$ cat src/rtl/lru2_pkg.sv
package lru2_pkg;

  // Strobes sent from control to datapath for one lookup cycle
  typedef struct packed {
    logic lookup;  // request accepted this cycle
    logic isHit;   // lookup outcome
    logic fill;    // install tag into `way`
    logic touch;   // hit refresh of recency
    logic way;     // way that hits or is filled
    logic wipe;    // invalidate everything
  } ctrlStrobe_t;

endpackage

$ cat src/rtl/lru2_ctrl.sv
module lru2_ctrl
  import lru2_pkg::*;
(
  input  logic        clk,
  input  logic        rstN,
  input  logic        reqValid,
  input  logic        clear,
  input  logic [1:0]  wayValid,
  input  logic [1:0]  wayMatch,
  input  logic        lruBit,
  output ctrlStrobe_t strobe
);

  logic [1:0] hitVec;
  logic       anyHit;
  logic       hitWay;
  logic       victim;

  assign hitVec = wayValid & wayMatch;
  assign anyHit = |hitVec;
  assign hitWay = hitVec[1];

  // Empty ways first (way 0 before way 1), else the recency pointer
  always_comb begin
    if (!wayValid[0])      victim = 1'b0;
    else if (!wayValid[1]) victim = 1'b1;
    else                   victim = lruBit;
  end

  always_comb begin
    strobe        = '0;
    strobe.wipe   = clear;
    strobe.lookup = reqValid && !clear;
    strobe.isHit  = anyHit;
    strobe.fill   = strobe.lookup && !anyHit;
    strobe.touch  = strobe.lookup && anyHit;
    strobe.way    = anyHit ? hitWay : victim;
  end


  hit_way_matches_chk: assert property (@(posedge clk) disable iff (!rstN)
    strobe.touch |-> (wayValid[strobe.way] && wayMatch[strobe.way]));


  empty_way0_first_chk: assert property (@(posedge clk) disable iff (!rstN)
    (strobe.fill && !wayValid[0]) |-> (strobe.way == 1'b0));


  full_set_lru_victim_chk: assert property (@(posedge clk) disable iff (!rstN)
    (strobe.fill && (&wayValid)) |-> (strobe.way == lruBit));


  no_double_hit_chk: assert property (@(posedge clk) disable iff (!rstN)
    !(wayValid[0] && wayValid[1] && wayMatch[0] && wayMatch[1]));

endmodule

$ cat src/rtl/lru2_datapath.sv
module lru2_datapath
  import lru2_pkg::*;
#(
  parameter int ADDR_W   = 10,
  parameter int OFFSET_W = 2,
  parameter int SET_W    = 1,
  localparam int TAG_W   = ADDR_W - SET_W - OFFSET_W,
  localparam int NSETS   = 1 << SET_W
) (
  input  logic                clk,
  input  logic                rstN,
  input  logic [ADDR_W-1:0]   reqAddr,
  input  ctrlStrobe_t         strobe,
  output logic [1:0]          wayValid,
  output logic [1:0]          wayMatch,
  output logic                lruBit,
  output logic                hit,
  output logic                miss,
  output logic                way,
  output logic [TAG_W-1:0]    tagOut,
  output logic [SET_W-1:0]    setOut,
  output logic [OFFSET_W-1:0] offsetOut
);

  logic [TAG_W-1:0]    reqTag;
  logic [SET_W-1:0]    reqSet;
  logic [OFFSET_W-1:0] reqOff;

  assign reqTag = reqAddr[ADDR_W-1 -: TAG_W];
  assign reqSet = reqAddr[OFFSET_W +: SET_W];
  assign reqOff = reqAddr[OFFSET_W-1:0];

  logic [NSETS-1:0][1:0]       validArr;
  logic [NSETS-1:0][1:0][TAG_W-1:0] tagArr;
  logic [NSETS-1:0]            lruArr;

  generate
    for (genvar w = 0; w < 2; w++) begin : g_way
      assign wayValid[w] = validArr[reqSet][w];
      assign wayMatch[w] = (tagArr[reqSet][w] == reqTag);
    end
  endgenerate

  assign lruBit = lruArr[reqSet];

  // State arrays
  always_ff @(posedge clk or negedge rstN) begin
    if (!rstN) begin
      validArr <= '0;
      tagArr   <= '0;
      lruArr   <= '0;
    end else if (strobe.wipe) begin
      validArr <= '0;
      lruArr   <= '0;
    end else begin
      if (strobe.fill) begin
        validArr[reqSet][strobe.way] <= 1'b1;
        tagArr[reqSet][strobe.way]   <= reqTag;
      end
      if (strobe.fill || strobe.touch) begin
        lruArr[reqSet] <= ~strobe.way;
      end
    end
  end

  // Registered results
  always_ff @(posedge clk or negedge rstN) begin
    if (!rstN) begin
      hit       <= 1'b0;
      miss      <= 1'b0;
      way       <= 1'b0;
      tagOut    <= '0;
      setOut    <= '0;
      offsetOut <= '0;
    end else begin
      hit  <= strobe.lookup && strobe.isHit;
      miss <= strobe.lookup && !strobe.isHit;
      if (strobe.lookup) begin
        way       <= strobe.way;
        tagOut    <= reqTag;
        setOut    <= reqSet;
        offsetOut <= reqOff;
      end
    end
  end


  wipe_empties_chk: assert property (@(posedge clk) disable iff (!rstN)
    strobe.wipe |=> (validArr == '0 && lruArr == '0));


  wipe_silences_chk: assert property (@(posedge clk) disable iff (!rstN)
    strobe.wipe |=> (!hit && !miss));


  lru_flips_chk: assert property (@(posedge clk) disable iff (!rstN)
    (strobe.fill || strobe.touch) |=> (lruArr[$past(reqSet)] != $past(strobe.way)));


  fill_installs_chk: assert property (@(posedge clk) disable iff (!rstN)
    strobe.fill |=> (validArr[$past(reqSet)][$past(strobe.way)] &&
                     tagArr[$past(reqSet)][$past(strobe.way)] == $past(reqTag)));


  fields_follow_chk: assert property (@(posedge clk) disable iff (!rstN)
    strobe.lookup |=> (tagOut == $past(reqTag) && setOut == $past(reqSet) &&
                       offsetOut == $past(reqOff)));

endmodule

$ cat src/rtl/lru2_tracker.sv
module lru2_tracker
  import lru2_pkg::*;
#(
  parameter int ADDR_W   = 10,
  parameter int OFFSET_W = 2,
  parameter int SET_W    = 1,
  localparam int TAG_W   = ADDR_W - SET_W - OFFSET_W
) (
  input  logic                clk,
  input  logic                rstN,
  input  logic                clear,
  input  logic                reqValid,
  input  logic [ADDR_W-1:0]   reqAddr,
  output logic                hit,
  output logic                miss,
  output logic                way,
  output logic [TAG_W-1:0]    tagOut,
  output logic [SET_W-1:0]    setOut,
  output logic [OFFSET_W-1:0] offsetOut
);

  ctrlStrobe_t strobe;
  logic [1:0]  wayValid;
  logic [1:0]  wayMatch;
  logic        lruBit;

  lru2_ctrl u_ctrl (
    .clk      (clk),
    .rstN     (rstN),
    .reqValid (reqValid),
    .clear    (clear),
    .wayValid (wayValid),
    .wayMatch (wayMatch),
    .lruBit   (lruBit),
    .strobe   (strobe)
  );

  lru2_datapath #(
    .ADDR_W   (ADDR_W),
    .OFFSET_W (OFFSET_W),
    .SET_W    (SET_W)
  ) u_datapath (
    .clk       (clk),
    .rstN      (rstN),
    .reqAddr   (reqAddr),
    .strobe    (strobe),
    .wayValid  (wayValid),
    .wayMatch  (wayMatch),
    .lruBit    (lruBit),
    .hit       (hit),
    .miss      (miss),
    .way       (way),
    .tagOut    (tagOut),
    .setOut    (setOut),
    .offsetOut (offsetOut)
  );


  one_result_chk: assert property (@(posedge clk) disable iff (!rstN)
    (reqValid && !clear) |=> (hit != miss));


  idle_quiet_chk: assert property (@(posedge clk) disable iff (!rstN)
    !(reqValid && !clear) |=> (!hit && !miss));

endmodule

$ cat config.mk
export PLATFORM = sky130hd
export DESIGN_NAME = lru2_tracker
export DESIGN_NICKNAME = d
export VERILOG_FILES = /design/src/rtl/lru2_pkg.sv /design/src/rtl/lru2_ctrl.sv /design/src/rtl/lru2_datapath.sv /design/src/rtl/lru2_tracker.sv
export SDC_FILE = /design/constraint.sdc
export NUM_CORES = 1
export LEC_CHECK = 0
export BUFFER_PORTS_ARGS = -buffer_cell sky130_fd_sc_hd__buf_2
export CAP_MARGIN = 20
export CORE_ASPECT_RATIO = 1.25
export CORE_MARGIN = 2
export CORE_UTILIZATION = 35
export CTS_CLUSTER_DIAMETER = 200
export DETAILED_ROUTE_END_ITERATION = 8
export REMOVE_ABC_BUFFERS = 1
export SYNTH_ARGS = -nofsm -noshare
export SYNTH_HDL_FRONTEND = slang
export SYNTH_SLANG_ARGS = --single-unit
$ cat constraint.sdc
create_clock -name clk -period 4.05 [get_ports clk]
set_clock_uncertainty 0.1 [all_clocks]
set_input_delay 0.81 -clock clk [delete_from_list [all_inputs] [get_ports clk]]
set_output_delay 0.81 -clock clk [all_outputs]
set_load 0.03 [all_outputs]
# == Yosys cells after proc, flatten, opt, wreduce, memory -nomap -nowiden ==
# Cells that the tools add are included.
# Widths: inputs -> output; s select.
# op_classes
n_eq_ne,2
bitwise,4
reduce_logical,12
order_cmp,4
n_mux,25
# op_table
cell,n
$mux 14,3
$bwmux 28,1
$demux 14 s1,1
$eq 7x7->1,2
$mux 2,5
$mux 4,2
$demux 7 s1,1
$mux 1,7
$mux 7,1
$logic_and 1x1->1,5
$lt 1x2->1 const B,2
$or 4x4->4,1
$reduce_bool 2->1,2
$and 2x2->2,1
$bwmux 2,1
$demux 1 s1,2
$demux 2 s1,1
$ge 1x1->1 const B,2
$logic_not 1->1,2
$not 1->1,2
$reduce_and 2->1,1
$reduce_or 2->1,1
$logic_or 1x1->1,1
# word_totals
ff_bits,47
out_inout_bits,13
elab_cells,60

# == Logic depth before layout (Yosys ltp) ==
# Gate-level depths: netlist (run 1).
# depth
word_depth,15
depth_mapped,9

# == Hierarchy ==
# From an unflattened synthesis (run 1), not the netlist that was laid out.
# hier_totals
hier_cells,158
hier_area_um2,2215.9
# by_module_without_submodules
module,cells_each,area_each_um2,instances
lru2_datapath,149,2153.3,1
lru2_ctrl,9,62.6,1

# == Worst setup path after synthesis (run 1) ==
# OpenSTA, ideal clock, no wires.
# synth_path
kind,in2reg
start,input port reqAddr[2]
end,register u_datapath.tagArr[0] (netlist name)
setup_time_ns,0.125
slack_ns,1.471
arrival_ns,2.354
path_stages,8
n_path_buf,2
path_cell_list,buf_6 > buf_12 > mux2i_1 > xnor2_1 > nor4_4 > a22oi_4 > nand4_4 > mux2_4
# synth_between
elab_chain_len,13
elab_cells_between_ends,27
# synth_rtl
item,line_no,text
"start, declared",lru2_tracker.sv:13,"input logic [ADDR_W-1:0] reqAddr,"
$mux 14 (implied by the code) (2 in a row),lru2_datapath.sv:40,assign wayMatch[w] = (tagArr[reqSet][w] == reqTag);
$eq 7x7->1,lru2_datapath.sv:40,
$and 2x2->2,lru2_ctrl.sv:19,assign hitVec = wayValid & wayMatch;
$reduce_or 2->1,lru2_ctrl.sv:20,assign anyHit = |hitVec;
$mux 1,lru2_ctrl.sv:37,strobe.way = anyHit ? hitWay : victim;
$lt 1x2->1 (implied by the code) / $ge 1x1->1 (equally long branches),lru2_datapath.sv:58,tagArr[reqSet][strobe.way] <= reqTag;
$logic_and 1x1->1 (implied by the code),lru2_datapath.sv:58,
$mux 7 (implied by the code),lru2_datapath.sv:58,
$demux 7 s1,--,
$mux 14 (implied by the code),lru2_datapath.sv:58,
$demux 14 s1,--,
$bwmux 28,lru2_datapath.sv:58,
"end signal, assigned by index",lru2_datapath.sv:58,
"end, declared",lru2_datapath.sv:34,logic [NSETS-1:0][1:0][TAG_W-1:0] tagArr;
# Parallel ways exist; a longest one is shown, timed or not. The select of a mux whose other input is x is not followed.
# A chain may end at the register's enable or synchronous reset.

# == Worst setup path after layout (run 1) ==
# layout_path
start,input port reqAddr[2]
end,register u_datapath.tagArr[1] (netlist name)
# The elaborated chain is that of the path after synthesis.

==> results of run 1 <==
## flip-flops by register name, indices dropped and copies added, names as in the netlist
register / flops
u_datapath.miss: 1
u_datapath.validArr: 4
u_datapath.tagArr: 28
u_datapath.tagOut: 7
u_datapath.lruArr: 2
u_datapath.offsetOut: 2
u_datapath.setOut: 1
u_datapath.way: 1
u_datapath.hit: 1
## worst max path at each step
stage	from	end	slack (ns)	cells after the start
after global placement	reqAddr[2]	u_datapath.tagArr[5]	0.96	7
final	reqAddr[2]	u_datapath.tagArr[1]	1.26	7
after floorplan	reqValid	u_datapath.tagArr[14]	1.64	5
after CTS	reqAddr[2]	u_datapath.tagArr[1]	1.26	7
after detailed placement	reqAddr[2]	u_datapath.tagArr[1]	0.95	7
after global routing	reqAddr[2]	u_datapath.tagArr[0]	1.15	7
## cell families after synthesis
logic type | share of synthesized area [%]
XOR/XNOR | 6.192
buffers and inverters | 5.030
flip-flops | 51.96
multiplexers | 19.57
AND/OR/NAND/NOR | 12.71
AO/OA/AOI/OAI | 4.533
## cell type report
| cell class | count | share of cell area [%] |
|---|---|---|
| Inverter | 6 | 0.8819 |
| Tap cell | 85 | 4.165 |
| Clock inverter | 2 | 1.372 |
| Multi-Input combinational cell | 121 | 38.12 |
| Clock buffer | 6 | 3.234 |
| Sequential cell | 47 | 46.06 |
| Timing Repair Buffer | 28 | 6.173 |
## through the flow
stage | util (%) | cell area, um^2 | worst slack [ns]
floorplan | - | 2172 | 1.639
global placement | 38.93 | 2416 | 0.9566
detailed placement | 38.93 | 2416 | 0.9479
CTS | 40.83 | 2534 | 1.259
global route | 41.15 | 2554 | 1.148
finish | 41.15 | 2554 | 1.262
## synth_stat cells
library cell and count:
a21boi_0 1, a21oi_1 1, a22oi_4 1, a32o_1 2, and2_1 1, and3_1 1, and3_4 1, buf_12 1
buf_2 2, buf_4 1, buf_6 2, clkbuf_1 3, clkbuf_2 4, dfrtp_1 47, inv_1 6, mux2_2 26
mux2_4 2, mux2i_1 12, nand2_1 36, nand2_4 2, nand4_4 2, nor2_1 5, nor2b_1 1, nor3_1 1
nor4_2 1, nor4_4 1, o21ai_0 5, o22ai_1 1, o32ai_1 2, xnor2_1 8, xor2_1 8
## layer usage
metal  wire length (um)  share of wire [%]  global-route usage (%)  up-vias
met3                107                2.6                   2.596        4
met1               1949                 48                   15.82      677
met2               1950                 48                   21.06       24
met4                 62                1.5                   5.000        0
met5                  0                  0                       0        -
li1                   -                  -                       -      670
## where the power goes
group | total (mW) | internal [mW] | switching [mW]
logic | 0.286 | 0.140 | 0.146
clock network | 0.353 | 0.200 | 0.153
registers | 0.616 | 0.566 | 0.0498
==> results by group, run 1 <==
Status
  – Status: complete, no violations

STA
  – RSZ-0062 raised after global routing: false
  – TNS Setup: 0 ns
  – Fin crit period: 2.788 ns
  – Peak Freq: 358.7 MHz
  – Worst slew margin: 50.11%
  – Slew Viols, Final: 0
  – Final period util: 68.83%
  – Hold slack: 0.2782 ns
  – Final hold violation count: 0
  – Worst-margin pin slew: 0.7468 ns
  – Final setup fails: 0

GRT
  – Vias in the first global route: 1411
  – Grt ovf: 0
  – Largest net degree at the start of global routing: 48
  – First-pass GRT wire length: 7.024 mm
  – Antenna violations before repair: 0
  – All-Layer GR Usage: 12.50%

Power and ir drop
  – Max IR drop VDD: 117.2 uV
  – Pwr dens: 491.3 nW/um^2
  – Final Power: 1.255 mW
  – Lkg Pwr: 1.223 nW

Layout
  – Area delta synth->final: 12.82%
  – Layout cells sized above 1: 34.29%
  – Fill cells: 608
  – Non-Filler Instances: 295
  – Storage cell area: 1176 um^2
  – Area of the multi-input gates: 973.4 um^2
  – Leading cell type in the layout, fill and taps excluded: dfrtp_1
  – Nets: 223
  – ANT cells: 0
  – Leading cell types in the layout, fill and taps excluded: 47 x dfrtp_1, 36 x nand2_1, 26 x mux2_2, 26 x buf_2, 12 x mux2i_1

Detailed routing
  – Post-route ant nets: 0
  – Initial drt markers: 92
  – Detailed Route WL: 4.069 mm
  – DR WL/cell: 13.79 um
  – Post-route DRC: 0
  – 1st-pass router iterations: 4
  – DR vias/cell: 4.661
  – Via count: 1375

Synth
  – Syn_area_per_cell: 12.10 um^2
  – Seq/Total Area, Yosys: 51.96%
  – Yosys top cell by area: dfrtp_1
  – Post-synth top area share: 51.96%
  – Flops & latches, synth: 47
  – Yosys warns: 0
  – Area contributors post-synth: dfrtp_1 52%, mux2_2 13%, nand2_1 6.0%
  – Count of cell types in the netlist: 31
  – Cell Area, Synth: 2263 um^2
  – Cells after Synth: 187

Clock network
  – Num CTS Buffers: 5
  – TritonCTS clock tree: yes
  – Clock Tree Buf Depth: 2
  – Cts hold-fix bufs: 0
  – Later-pin clock latency in the skew report: 0.29 ns
  – # Post-CTS Setup Buffers: 0
  – CTS Sinks: 47
  – CTS Root Buffer Type: clkbuf_8
  – Clk slew on worst S/H paths: 0.08 ns
  – H-tree depth: 2
  – Post-CTS sizing: 0

Worst setup path
  – CP Cell Sequence: buf_2 > mux2i_1 > xnor2_1 > nor4_2 > a22oi_4 > nand4_4 > mux2_2
  – CP Launch Type: primary input
  – Req. time, crit path: 4.13 ns
  – Worst EP arrival: 2.87 ns
  – CP max-delay cell: buf_2
  – Buffers and inverters on the worst path: 1
  – Reg2reg start: u_datapath.tagArr[16]
  – Reg-to-reg endpoint: u_datapath.tagArr[1]
  – R2R setup slack: 2.00 ns
  – Critical path capture point type: register
  – CP max FO: 23
  – Crit-path max cell delay: 0.47 ns
  – WS Path Type: primary input to register
  – Crit path max-delay family: simple AND/OR/NAND/NOR gates
  – Worst reg2reg path depth: 6

Floorplanning
  – Die Y: 93.91 um
  – Initial Util: 36.47%
  – Row count: 32
  – Die Wd: 75.93 um
  – Core area: 6206 um^2
  – Io pins: 27
  – Die area: 7130 um^2

Place
  – Placed Cells: 286
  – Placer Congestion: 0.7844
  – Number of buffers added on ports: 26
  – Final HPWL from detailed placement: 2.777 mm

Worst hold path
  – Hold/Removal Path Class: primary input to asynchronous set/reset pin

Flow run
  – Max_cap viols: 0
No activity file was read; power rests on OpenSTA's default activity.
==> inputs of run 2 (changes only) <==
--- a/config.mk
+++ b/config.mk
@@ -5,6 +5,7 @@
 export SDC_FILE = /design/constraint.sdc
 export NUM_CORES = 1
 export LEC_CHECK = 0
+export ABC_AREA = 1
 export BUFFER_PORTS_ARGS = -buffer_cell sky130_fd_sc_hd__buf_2
 export CAP_MARGIN = 20
 export CORE_ASPECT_RATIO = 1.25
==> constraint.sdc (replaced) <==
create_clock -name clk -period 2.4 [get_ports clk]
set_clock_uncertainty 0.1 [all_clocks]
set_input_delay 0.48 -clock clk [delete_from_list [all_inputs] [get_ports clk]]
set_output_delay 0.48 -clock clk [all_outputs]
set_load 0.03 [all_outputs]
==> run 2 against run 1 <==
Net effect: critical path depth up 4; via count up 54%; first-iteration DRC count up 86%; hold slack worse by 0.17 ns; design area up 12%; final cell count up 50%; sequential share of layout area down 4.9 points; synthesized cell count up 68%; critical path type unchanged; area after synthesis up 8.5%.
==> results by group, run 2 <==
Status
  – Status: complete, no violations

Clock network
  – Clock Tree Buf Depth: 2 (unchanged)
  – Clk slew on worst S/H paths: 0.09 ns (about the same)
  – CTS Root Buffer Type: clkbuf_8
  – H-tree depth: 2 (unchanged)
  – Post-CTS sizing: 0 (unchanged)
  – Num CTS Buffers: 5 (unchanged)
  – TritonCTS clock tree: yes
  – # Post-CTS Setup Buffers: 0 (unchanged)
  – CTS Sinks: 47 (unchanged)
  – Cts hold-fix bufs: 0 (unchanged)
  – Later-pin clock latency in the skew report: 0.31 ns (+0.02 ns)

Layout
  – Leading cell type in the layout, fill and taps excluded: nand2_1
  – Biggest register: u_datapath.tagArr
  – Largest regs: u_datapath.tagArr (28), u_datapath.tagOut (7), u_datapath.validArr (4)
  – Nets: 365 (+64%)
  – ANT cells: 0 (unchanged)
  – Leading cell types in the layout, fill and taps excluded: 151 x nand2_1, 47 x dfrtp_1, 42 x nand3_1, 26 x buf_2, 20 x inv_1
  – Non-Filler Instances: 442 (+50%)
  – Layout cells sized above 1: 19.60% (-15 points)
  – Number of flip-flops in the largest register: 28 (unchanged)
  – Fill cells: 752 (+24%)
  – Area delta synth->final: 16.41%

Detailed routing
  – DR vias/cell: 4.778 (+2.5%)
  – Via count: 2112 (+54%)
  – Post-route DRC: 0 (unchanged)
  – Initial drt markers: 171 (+86%)
  – DR WL/cell: 13.55 um (-1.7%)
  – 1st-pass router iterations: 4 (unchanged)
  – Detailed Route WL: 5.991 mm (+47%)
  – Post-route ant nets: 0 (unchanged)

Power and ir drop
  – Pwr dens: 775.3 nW/um^2 (+58%)
  – Lkg Pwr: 1.612 nW (+32%)
  – Final Power: 2.216 mW (+77%)
  – Max IR drop VDD: 402.4 uV (+240%)

GRT
  – Grt ovf: 0 (unchanged)
  – All-Layer GR Usage: 16.69% (+4.2 points)
  – Vias in the first global route: 2038 (+44%)
  – First-pass GRT wire length: 10.09 mm (+44%)
  – Antenna violations before repair: 0 (unchanged)
  – Largest net degree at the start of global routing: 31 (-35%)

Synth
  – Flops & latches, synth: 47 (unchanged)
  – Most frequent cell after synthesis: nand2_1
  – Number of flops mapped to enable cells by yosys: 0 (unchanged)
  – Largest family of logic cells by synthesized area: simple AND/OR/NAND/NOR gates
  – Yosys top cell by area: dfrtp_1
  – Cells after Synth: 314 (+68%)
  – Fraction of synthesized area in multiplexers: 0% (-20 points)
  – Seq/Total Area, Yosys: 47.91% (-4.1 points)
  – Adder-cell share of the synthesized area: 0% (unchanged)
  – Synth top cells by count: 151 x nand2_1, 47 x dfrtp_1, 42 x nand3_1
  – Async SR Flop Fraction: 100.0% (unchanged)
  – Area contributors post-synth: dfrtp_1 48%, nand2_1 23%, nand3_1 8.6%
  – Count of cell types in the netlist: 26 (-16%)
  – Post-synth top area share: 47.91% (-4.1 points)
  – Syn_area_per_cell: 7.818 um^2 (-35%)
  – Yosys warns: 0 (unchanged)
  – Compound-gate portion of the synthesized area: 3.721% (-0.81 points)
  – XOR/XNOR share of the synthesized area: 0% (-6.2 points)
  – Cell Area, Synth: 2455 um^2 (+8.5%)
  – Synth Area in Simple Gates: 40.77% (+28 points)
  – Main synth FF type: dfrtp_1

Floorplanning
  – Die area: 7704 um^2 (+8.0%)
  – Die Y: 97.64 um (+4.0%)
  – Io pins: 27 (unchanged)
  – Row count: 34 (+6.3%)
  – Die Wd: 78.91 um (+3.9%)
  – Initial Util: 35.62% (-0.85 points)
  – Core area: 6892 um^2 (+11%)

Flow run
  – Max_cap viols: 0 (unchanged)

Worst setup path
  – CP Launch Type: primary input
  – CP max FO: 13 (-43%)
  – WS Path Type: primary input to register
  – Reg2reg start: u_datapath.tagArr[19]
  – Worst Setup EP: u_datapath.validArr[2]
  – Worst EP arrival: 2.08 ns (-0.79 ns)
  – Critical path capture point type: register
  – Req. time, crit path: 2.49 ns (-1.64 ns)
  – CP startpoint: reqAddr[2]
  – R2R setup slack: 0.60 ns (-1.40 ns)
  – Worst reg2reg path depth: 12 (+6)
  – Reg-to-reg endpoint: u_datapath.tagArr[15]

STA
  – Worst-margin pin slew: 0.6967 ns (-0.05009 ns)
  – Peak Freq: 504.9 MHz
  – RSZ-0062 raised after global routing: false
  – Slew Viols, Final: 0 (unchanged)
  – Final period util: 82.53%
  – Worst slew margin: 53.55% (+3.4 points)
  – Fin crit period: 1.981 ns
  – TNS Setup: 0 ns (unchanged)
  – Final hold violation count: 0 (unchanged)
  – Final setup fails: 0 (unchanged)

Place
  – Number of buffers added on ports: 26 (unchanged)
  – Placer Congestion: 0.8573 (+9.3%)
  – Placed Cells: 434 (+52%)
  – Final HPWL from detailed placement: 4.415 mm (+59%)

Worst hold path
  – Hold/Removal Path Class: primary input to asynchronous set/reset pin
## run 2: cell types whose count changed after synthesis, sizes merged, moves of 4 or more
| cell | before | now |
|---|---|---|
| xnor2 | 8 | 0 |
| nand3 | 0 | 44 |
| o21ai | 5 | 12 |
| mux2i | 12 | 0 |
| clkbuf | 7 | 2 |
| nand2 | 38 | 165 |
| mux2 | 28 | 0 |
| xor2 | 8 | 0 |
| inv | 6 | 22 |
| nor2 | 5 | 9 |
## run 2: worst max-delay path: stages
cell	delay, ns
buf_2	0.24
buf_12	0.18
nand2_1	0.05
o21ai_1	0.11
nand4_1	0.14
nor2_1	0.19
nand2_4	0.11
nand2_4	0.18
clkinv_4	0.14
nand2_4	0.16
o21ai_1	0.08
## run 2: logic make-up (layout without fill, tap and decap cells)
kind of cell	count (synthesis)	in the layout
AOI/OAI and AO/OA	17	17
buffers and inverters	31	69
DFF	47	47
and+or+nand+nor	219	219
## run 2: worst min path at each step
stage	end	cells past startpoint
after floorplan	u_datapath.hit	0
after global placement	u_datapath.offsetOut[1]	2
after detailed placement	u_datapath.offsetOut[1]	2
after CTS	u_datapath.tagArr[20]	1
after global routing	u_datapath.tagArr[16]	1
final	u_datapath.tagArr[11]	1
## run 2: cell type report
class | count | area, um^2 | area share [%]
Sequential cell | 47 | 1176 | 41.16
Multi-Input combinational cell | 236 | 1092 | 38.22
Timing Repair Buffer | 38 | 245.2 | 8.581
Tap cell | 90 | 112.6 | 3.940
Inverter | 23 | 98.84 | 3.459
Clock buffer | 6 | 72.57 | 2.539
Clock inverter | 2 | 60.06 | 2.102
## run 2: layer usage
metal | up-vias | global-route usage [%] | part of all wire (%)
met2 | 49 | 29.13 | 50
met3 | 9 | 1.952 | 3.9
met4 | 0 | 5.305 | 1.9
met5 | - | 0 | 0
li1 | 1061 | - | -
met1 | 993 | 21.36 | 44
## run 2: where the power goes
group | internal [mW] | switching [mW]
sequential | 0.935 | 0.0881
combinational | 0.173 | 0.326
clock | 0.417 | 0.277
total | 1.52 | 0.691
## run 2: per-stage QoR
step | hold slack, ns | instance area [um^2] | setup WS (ns) | util [%]
final | 0.1061 | 2858 | 0.4192 | 41.47
after detailed placement | 0.3572 | 2725 | 0.08352 | 39.54
after global routing | 0.1596 | 2858 | 0.2920 | 41.47
after CTS | 0.1296 | 2858 | 0.4164 | 41.47
after global placement | 0.3526 | 2725 | 0.1176 | 39.54
after floorplan | 0.08441 | 2367 | 0.5888 | -
